### src/rtl/dcr_pkg.sv
package dcr_pkg;
    localparam logic [2:0] CHIP_HDR = 3'b110;

    typedef enum logic [1:0] {
        RO_IDLE,
        RO_SCAN,
        RO_DONE
    } ro_state_e;
endpackage

### src/rtl/dcr_counters.sv
module dcr_counters #(
    parameter int TS_W  = 8,
    parameter int TAG_W = 4
) (
    input  logic             clk,
    input  logic             rst_n,
    input  logic             l1_trig_i,
    input  logic             tok_adv_i,
    input  logic [TS_W-1:0]  delay_i,
    output logic [TS_W-1:0]  bx_o,
    output logic [TS_W-1:0]  lag_o,
    output logic [TAG_W-1:0] trig_num_o,
    output logic [TAG_W-1:0] tok_num_o
);
    typedef struct packed {
        logic [TS_W-1:0]  bx;
        logic [TAG_W-1:0] trig;
        logic [TAG_W-1:0] tok;
    } cnt_st_t;

    cnt_st_t cnt_d, cnt_q;

    always_comb begin
        cnt_d    = cnt_q;
        cnt_d.bx = cnt_q.bx + 1'b1;
        if (l1_trig_i) cnt_d.trig = cnt_q.trig + 1'b1;
        if (tok_adv_i) cnt_d.tok  = cnt_q.tok + 1'b1;
    end

    always_ff @(posedge clk) begin
        if (!rst_n) cnt_q <= '0;
        else        cnt_q <= cnt_d;
    end

    assign bx_o       = cnt_q.bx;
    assign lag_o      = cnt_q.bx - delay_i;
    assign trig_num_o = cnt_q.trig;
    assign tok_num_o  = cnt_q.tok;

    // the trigger number moves only on a trigger
    assert_trig_hold_R9: assert property (@(posedge clk) disable iff (!rst_n)
        !l1_trig_i |=> $stable(trig_num_o));
    // the token number moves only when a pass completes
    assert_tok_hold_R6: assert property (@(posedge clk) disable iff (!rst_n)
        !tok_adv_i |=> $stable(tok_num_o));
endmodule

### src/rtl/dcr_column.sv
module dcr_column #(
    parameter int TS_W   = 8,
    parameter int TAG_W  = 4,
    parameter int DATA_W = 16
) (
    input  logic              clk,
    input  logic              rst_n,
    input  logic              hit_i,
    input  logic [DATA_W-1:0] data_i,
    input  logic              trig_i,
    input  logic [TS_W-1:0]   bx_i,
    input  logic [TS_W-1:0]   lag_i,
    input  logic [TAG_W-1:0]  trig_num_i,
    input  logic              clr_i,
    output logic              frozen_o,
    output logic [TAG_W-1:0]  tag_o,
    output logic [DATA_W-1:0] data_o
);
    typedef struct packed {
        logic              pend;
        logic              frozen;
        logic [TS_W-1:0]   ts;
        logic [TAG_W-1:0]  tag;
        logic [DATA_W-1:0] data;
    } col_st_t;

    col_st_t col_d, col_q;

    always_comb begin
        col_d = col_q;
        if (col_q.frozen) begin
            if (clr_i) begin
                col_d.frozen = 1'b0;
                col_d.pend   = 1'b0;
            end
        end else begin
            if (trig_i && col_q.pend) begin
                if (col_q.ts == lag_i) begin
                    col_d.frozen = 1'b1;
                    col_d.tag    = trig_num_i;
                end else begin
                    col_d.pend = 1'b0;
                end
            end
            if (hit_i && !col_d.frozen) begin
                col_d.pend = 1'b1;
                col_d.ts   = bx_i;
                col_d.data = data_i;
            end
        end
    end

    always_ff @(posedge clk) begin
        if (!rst_n) col_q <= '0;
        else        col_q <= col_d;
    end

    assign frozen_o = col_q.frozen;
    assign tag_o    = col_q.tag;
    assign data_o   = col_q.data;

    // a frozen column keeps its tag and word until the readout clears it
    assert_frozen_hold_R4: assert property (@(posedge clk) disable iff (!rst_n)
        (frozen_o && !clr_i) |=> (frozen_o && $stable(tag_o) && $stable(data_o)));
    // a hit on a live column is never lost in the same cycle
    assert_hit_kept_R2: assert property (@(posedge clk) disable iff (!rst_n)
        (hit_i && !frozen_o) |=> (col_q.pend && (frozen_o || col_q.ts == $past(bx_i))));
endmodule

### src/rtl/dcr_readout.sv
module dcr_readout
    import dcr_pkg::*;
#(
    parameter int NUM_COLS = 26,
    parameter int DATA_W   = 16,
    parameter int TAG_W    = 4,
    parameter int COL_W    = 5
) (
    input  logic                         clk,
    input  logic                         rst_n,
    input  logic                         token_i,
    input  logic [NUM_COLS-1:0]          frozen_i,
    input  logic [NUM_COLS*TAG_W-1:0]    tag_i,
    input  logic [NUM_COLS*DATA_W-1:0]   data_i,
    input  logic [TAG_W-1:0]             tok_num_i,
    output logic [NUM_COLS-1:0]          clr_o,
    output logic                         tok_adv_o,
    output logic                         token_o,
    output logic                         dout_valid_o,
    output logic                         dout_hdr_o,
    output logic [COL_W-1:0]             dout_col_o,
    output logic [DATA_W-1:0]            dout_data_o
);
    typedef struct packed {
        ro_state_e           state;
        logic [COL_W-1:0]    idx;
        logic [NUM_COLS-1:0] mask;
        logic                dval;
        logic                dhdr;
        logic [COL_W-1:0]    dcol;
        logic [DATA_W-1:0]   ddata;
        logic                tout;
    } ro_st_t;

    ro_st_t ro_d, ro_q;
    logic [NUM_COLS-1:0] sel;

    for (genvar i = 0; i < NUM_COLS; i++) begin : g_sel
        assign sel[i] = frozen_i[i] && (tag_i[i*TAG_W +: TAG_W] == tok_num_i);
    end

    always_comb begin
        ro_d       = ro_q;
        ro_d.dval  = 1'b0;
        ro_d.dhdr  = 1'b0;
        ro_d.dcol  = '0;
        ro_d.ddata = '0;
        ro_d.tout  = 1'b0;
        clr_o      = '0;
        tok_adv_o  = 1'b0;
        case (ro_q.state)
            RO_IDLE: begin
                if (token_i) begin
                    ro_d.state = RO_SCAN;
                    ro_d.idx   = '0;
                    ro_d.mask  = sel;
                    ro_d.dval  = 1'b1;
                    ro_d.dhdr  = 1'b1;
                    ro_d.ddata = DATA_W'(CHIP_HDR);
                end
            end
            RO_SCAN: begin
                if (ro_q.mask[ro_q.idx]) begin
                    ro_d.dval         = 1'b1;
                    ro_d.dcol         = ro_q.idx;
                    ro_d.ddata        = data_i[ro_q.idx*DATA_W +: DATA_W];
                    clr_o[ro_q.idx]   = 1'b1;
                end
                if (ro_q.idx == COL_W'(NUM_COLS-1)) ro_d.state = RO_DONE;
                else                                ro_d.idx   = ro_q.idx + 1'b1;
            end
            RO_DONE: begin
                ro_d.state = RO_IDLE;
                ro_d.tout  = 1'b1;
                tok_adv_o  = 1'b1;
            end
            default: ro_d.state = RO_IDLE;
        endcase
    end

    always_ff @(posedge clk) begin
        if (!rst_n) ro_q <= '0;
        else        ro_q <= ro_d;
    end

    assign token_o      = ro_q.tout;
    assign dout_valid_o = ro_q.dval;
    assign dout_hdr_o   = ro_q.dhdr;
    assign dout_col_o   = ro_q.dcol;
    assign dout_data_o  = ro_q.ddata;

    // the passed-on token is a single-cycle pulse
    assert_token_pulse_R8: assert property (@(posedge clk) disable iff (!rst_n)
        token_o |=> !token_o);
    // a header beat always follows a sampled token
    assert_hdr_after_token_R7: assert property (@(posedge clk) disable iff (!rst_n)
        $rose(dout_hdr_o) |-> $past(token_i));
    // data beats come in strictly ascending column order
    assert_scan_ascending_R7: assert property (@(posedge clk) disable iff (!rst_n)
        (dout_valid_o && !dout_hdr_o) |=>
            (!dout_valid_o || dout_hdr_o || dout_col_o > $past(dout_col_o)));
endmodule

### src/rtl/dcol_readout_ctrl.sv
module dcol_readout_ctrl #(
    parameter int NUM_COLS = 26,
    parameter int DATA_W   = 16,
    parameter int TS_W     = 8,
    parameter int TAG_W    = 4,
    localparam int COL_W   = $clog2(NUM_COLS)
) (
    input  logic                       clk,
    input  logic                       rst_n,
    input  logic [TS_W-1:0]            cfg_delay_i,
    input  logic [NUM_COLS-1:0]        hit_i,
    input  logic [NUM_COLS*DATA_W-1:0] col_data_i,
    input  logic                       l1_trig_i,
    input  logic                       token_i,
    output logic                       token_o,
    output logic                       dout_valid_o,
    output logic                       dout_hdr_o,
    output logic [COL_W-1:0]           dout_col_o,
    output logic [DATA_W-1:0]          dout_data_o
);
    logic [TS_W-1:0]            bx, lag;
    logic [TAG_W-1:0]           trig_num, tok_num;
    logic                       tok_adv;
    logic [NUM_COLS-1:0]        frozen, clr;
    logic [NUM_COLS*TAG_W-1:0]  tags;
    logic [NUM_COLS*DATA_W-1:0] words;

    dcr_counters #(.TS_W(TS_W), .TAG_W(TAG_W)) u_counters (
        .clk        (clk),
        .rst_n      (rst_n),
        .l1_trig_i  (l1_trig_i),
        .tok_adv_i  (tok_adv),
        .delay_i    (cfg_delay_i),
        .bx_o       (bx),
        .lag_o      (lag),
        .trig_num_o (trig_num),
        .tok_num_o  (tok_num)
    );

    for (genvar c = 0; c < NUM_COLS; c++) begin : g_col
        dcr_column #(.TS_W(TS_W), .TAG_W(TAG_W), .DATA_W(DATA_W)) u_col (
            .clk        (clk),
            .rst_n      (rst_n),
            .hit_i      (hit_i[c]),
            .data_i     (col_data_i[c*DATA_W +: DATA_W]),
            .trig_i     (l1_trig_i),
            .bx_i       (bx),
            .lag_i      (lag),
            .trig_num_i (trig_num),
            .clr_i      (clr[c]),
            .frozen_o   (frozen[c]),
            .tag_o      (tags[c*TAG_W +: TAG_W]),
            .data_o     (words[c*DATA_W +: DATA_W])
        );
    end

    dcr_readout #(
        .NUM_COLS (NUM_COLS),
        .DATA_W   (DATA_W),
        .TAG_W    (TAG_W),
        .COL_W    (COL_W)
    ) u_readout (
        .clk          (clk),
        .rst_n        (rst_n),
        .token_i      (token_i),
        .frozen_i     (frozen),
        .tag_i        (tags),
        .data_i       (words),
        .tok_num_i    (tok_num),
        .clr_o        (clr),
        .tok_adv_o    (tok_adv),
        .token_o      (token_o),
        .dout_valid_o (dout_valid_o),
        .dout_hdr_o   (dout_hdr_o),
        .dout_col_o   (dout_col_o),
        .dout_data_o  (dout_data_o)
    );

    // nothing leaves the block in the first cycle after reset
    assert_quiet_after_reset_R1: assert property (@(posedge clk)
        $rose(rst_n) |-> (!dout_valid_o && !token_o));
endmodule

### config.mk
export PLATFORM = sky130hd
export DESIGN_NAME = dcol_readout_ctrl
export DESIGN_NICKNAME = d
export VERILOG_FILES = /design/src/rtl/dcr_pkg.sv /design/src/rtl/dcr_counters.sv /design/src/rtl/dcr_column.sv /design/src/rtl/dcr_readout.sv /design/src/rtl/dcol_readout_ctrl.sv
export SDC_FILE = /design/constraint.sdc
export NUM_CORES = 2
export LEC_CHECK = 0
export CAP_MARGIN = 20
export CORE_AREA = 5 5 298 300
export DETAILED_ROUTE_END_ITERATION = 10
export DIE_AREA = 0 0 303 305
export PLACE_DENSITY_LB_ADDON = 0.15
export RECOVER_POWER = 50
export SETUP_SLACK_MARGIN = 0.5
export SYNTH_ARGS = -nofsm -noshare
export SYNTH_HDL_FRONTEND = slang
export SYNTH_SLANG_ARGS = --single-unit
### constraint.sdc
create_clock -name clk -period 4 [get_ports clk]
set_input_delay 1.2 -clock clk [delete_from_list [all_inputs] [get_ports clk]]
set_output_delay 1.2 -clock clk [all_outputs]
set_load 0.01 [all_outputs]
==> flow_summary.toml <==
[worst_setup_path]
required_ns = 4.57
worstSetupEndpointType = "flip-flop"
arrival_ns = 4.37
cp-start-kind = "primary input"
worst-path-max-fanout = 6
critPathKind = "primary input to flip-flop"

[logic_synthesis]
ys_ff_latch = 853
syn_area_per_cell_um2 = 9.48
synth_area_um2 = 42400
yosysMostFrequentCell = "nand2_1"
syn-instance-count = 4468
synth_top_cell_by_area = "dfxtp_1"
ys.flop_type = "dfxtp_1"
synth_commonest_cells = "nand2_1, dfxtp_1, mux2i_1"
synth_fp_nets = 4938
synth_top_area_share_pct = 40.3
synth_edf_count = 0
synth_cell_types = 86
seq_area_frac_synth_pct = 40.3
yosysWarnings = 0
ys_async_sr_fraction_pct = 0
yosys-top-cells-area = "dfxtp_1, mux2i_1, nand2_1, mux4_2, xnor3_1"

[job]
max_cap_violations = 3

[timing]
slew_violations = 286
rsz0062_at_grt = "yes"
fin_crit_sh_pct = 94.9
max-slew-margin-rel_pct = -73.5
worst_slack_ns = 0.203
hold_viol_final = 0
setup-violations-final = 0
hold_ws_ns = 0.453
fmax_mhz = 263
fin_skew_ns = 0.0308
tightest_slew_ns = 2.60
finalCriticalPeriod_ns = 3.80

[clock_network]
cts-root-buf = "clkbuf_16"
cts_buffer_depth = 3
clock-sinks = 853
cts_inserted_buffers = 94
clkTransAtPathRegs_ns = 0.06
htreeDepth = 3
worstSkewPairLatency_ns = 0.67
cts_tree = "built"

[power]
ir_drop_uv = 336
p_leak_uw = 0.0237
finalPower_uw = 21700
p_switching_uw = 5650
p_clk_share_pct = 42.2
comb_power_share_pct = 16.1
switching_share_pct = 26.1
power_density_nw_per_um2 = 389
pwr-share-seq_pct = 41.7
p_int_uw = 16000

[global_routing]
grt_pass1_wl_um = 224000
grt_pass1_vias = 34800
antenna_found_initial = 14
grt_max_degree = 190
grt.busiest_layer = "met2"
overflow = 0
grt_use_met2_pct = 51.9
grt_util_met3_pct = 5.10
met1_usage_pct = 42.4
grt.total_usage_pct = 32.0

[status]
violations = "max-capacitance violations, max-slew violations"
status = "finished, violations left"

[route]
first_pass_iters = 6
ant_nets = 0
viasPerCell = 5.65
vias = 35800
drc = 0
wl_per_cell_um = 24.7
wl_um = 156000
drtIter0Drc = 2908

[die]
die_y_um = 305
dieArea_um2 = 92400
rows = 108
io_pins = 478
start_util_pct = 49.3
dieWidth_um = 303
core_area_um2 = 85900

[place]
post-place-cells = 6041
dpl_worst_slack_ns = -0.814
placed_area_um2 = 50300
place_congestion = 0.939
place.port_buffers = 477
place_hpwl_um = 108000

[final_layout]
n_fill_cell = 7114
layout-drive-gt1-share_pct = 16.4
fin_area_um2 = 55600
final_cells = 6329
fin_nets = 5561
area_growth_pct = 31.2

[min_path]
min_path_type = "flip-flop to flip-flop"
## sequential cells by signal (all words and copies together) (netlist names)
register / cells
u_readout.dout_valid_o: 1
g_col.u_col.tag_o: 104
u_counters.bx_o: 8
u_readout.token_o: 1
u_readout.ro_q: 33
g_col.u_col.col_q: 234
u_counters.tok_num_o: 4
u_readout.dout_data_o: 16
u_counters.trig_num_o: 4
g_col.u_col.data_o: 416
u_readout.dout_hdr_o: 1
g_col.u_col.frozen_o: 26
u_readout.dout_col_o: 5
## through the flow
stage,TNS [ns],util [%]
after floorplan,0,-
after global placement,-381.69,58.5
after detailed placement,-411.50,58.5
after CTS,0,63.7
after global routing,0,64.7
final,0,64.7
## per-layer routing
metal | routed length, um | part of all wire, % | vias up
met4 | 8340 | 5.3 | 10
met1 | 63800 | 41 | 17400
met3 | 11200 | 7.2 | 392
met2 | 73000 | 47 | 1424
li1 | - | - | 16500
met5 | 75 | 0.048 | -
## kinds of logic (layout without fill, tap and decap cells)
group                      count (synthesis)  after routing  synth area share (%)
adders and majority gates                 16             16                 0.490
other                                      0              8                     0
AOI/OAI and AO/OA                        325            325                  5.36
xor gates and xnor gates                 324            324                  9.51
buffers and inverters                    422           1120                  4.84
and+or+nand+nor                         1702           1702                  17.1
muxes                                    826            826                  22.4
DFF                                      853            853                  40.3
## what timing repair did
| item | CTS | global route |
|---|---|---|
| setup buffers | 56 | 28 |
| resized for setup | 125 | 109 |
| pin swaps | 53 | 41 |
| hold buffers | 0 | 0 |
| cloned | 8 | 17 |
| endpoints found under the setup margin | 770 | 487 |
## cell usage in the layout (no fill, tap or decap), types with 15 or more instances in the layout
cell             instances
buf_4                  259
xnor2_1                102
o22ai_1                 16
clkdlybuf4s50_1        443
nand3_1                 69
inv_1                   25
clkbuf_8                22
a31oi_1                 15
clkinv_2                18
clkbuf_1                52
nand2_1               1237
o21ai_0                 55
xor2_1                 127
nor3_1                  51
nor2_1                 101
mux2i_1                720
buf_6                   42
mux4_2                  98
dlygate4sd3_1           25
buf_12                  79
clkbuf_16              108
nand4_1                 54
xnor3_1                 82
nor2b_1                 20
dfxtp_1                850
a21oi_1                 79
## power groups by stage
| stage | clock, uW | combinational (uW) | sequential [uW] |
|---|---|---|---|
| finish | 9130 | 3490 | 9030 |
| global route | 9570 | 3660 | 9060 |
| CTS | 9210 | 3290 | 9020 |
| detailed placement | 0 | 3100 | 9200 |
| global placement | 0 | 3080 | 9200 |
| floorplan | 0 | 1770 | 9130 |
## final timing paths
check                                                                to  slack, ns  cells after the start                                     from
worst min-delay path            g_col[19].u_col.data_o[11]$_SDFFE_PN0P_       0.45                      2  g_col[19].u_col.data_o[11]$_SDFFE_PN0P_
worst max register to register      u_readout.dout_data_o[2]$_SDFF_PN0_       0.31                      7          u_readout.ro_q[52]$_SDFFE_PN0P_
worst max-delay path             g_col[11].u_col.data_o[2]$_SDFFE_PN0P_       0.20                     15                           cfg_delay_i[4]
worst min register to register  g_col[19].u_col.data_o[11]$_SDFFE_PN0P_       0.45                      2  g_col[19].u_col.data_o[11]$_SDFFE_PN0P_
## final cells by class
cell class                      count  area [um2]  area share (%)
Timing Repair Buffer              920        9540            17.2
Sequential cell                   853       17100            30.7
Inverter                           29         111           0.200
Tap cell                         1155        1450            2.60
Clock buffer                      138        2780            5.00
Clock inverter                     33         459           0.826
Multi-Input combinational cell   3193       24100            43.4
Antenna cell                        8        20.0          0.0360
## critical path, stage by stage
cell and delay [ns]:
dlygate4sd2_1 0.19, inv_1 0.08, ha_4 0.30, buf_4 0.19, buf_12 0.15, a21oi_4 0.07, clkbuf_1 0.27, nand3_1 0.26
clkbuf_1 0.34, o21ai_0 0.14, or4_4 0.48, o21ai_4 0.17, buf_12 0.15, clkbuf_16 0.16, mux2i_1 0.22
No activity file was read; power rests on OpenSTA's default activity.
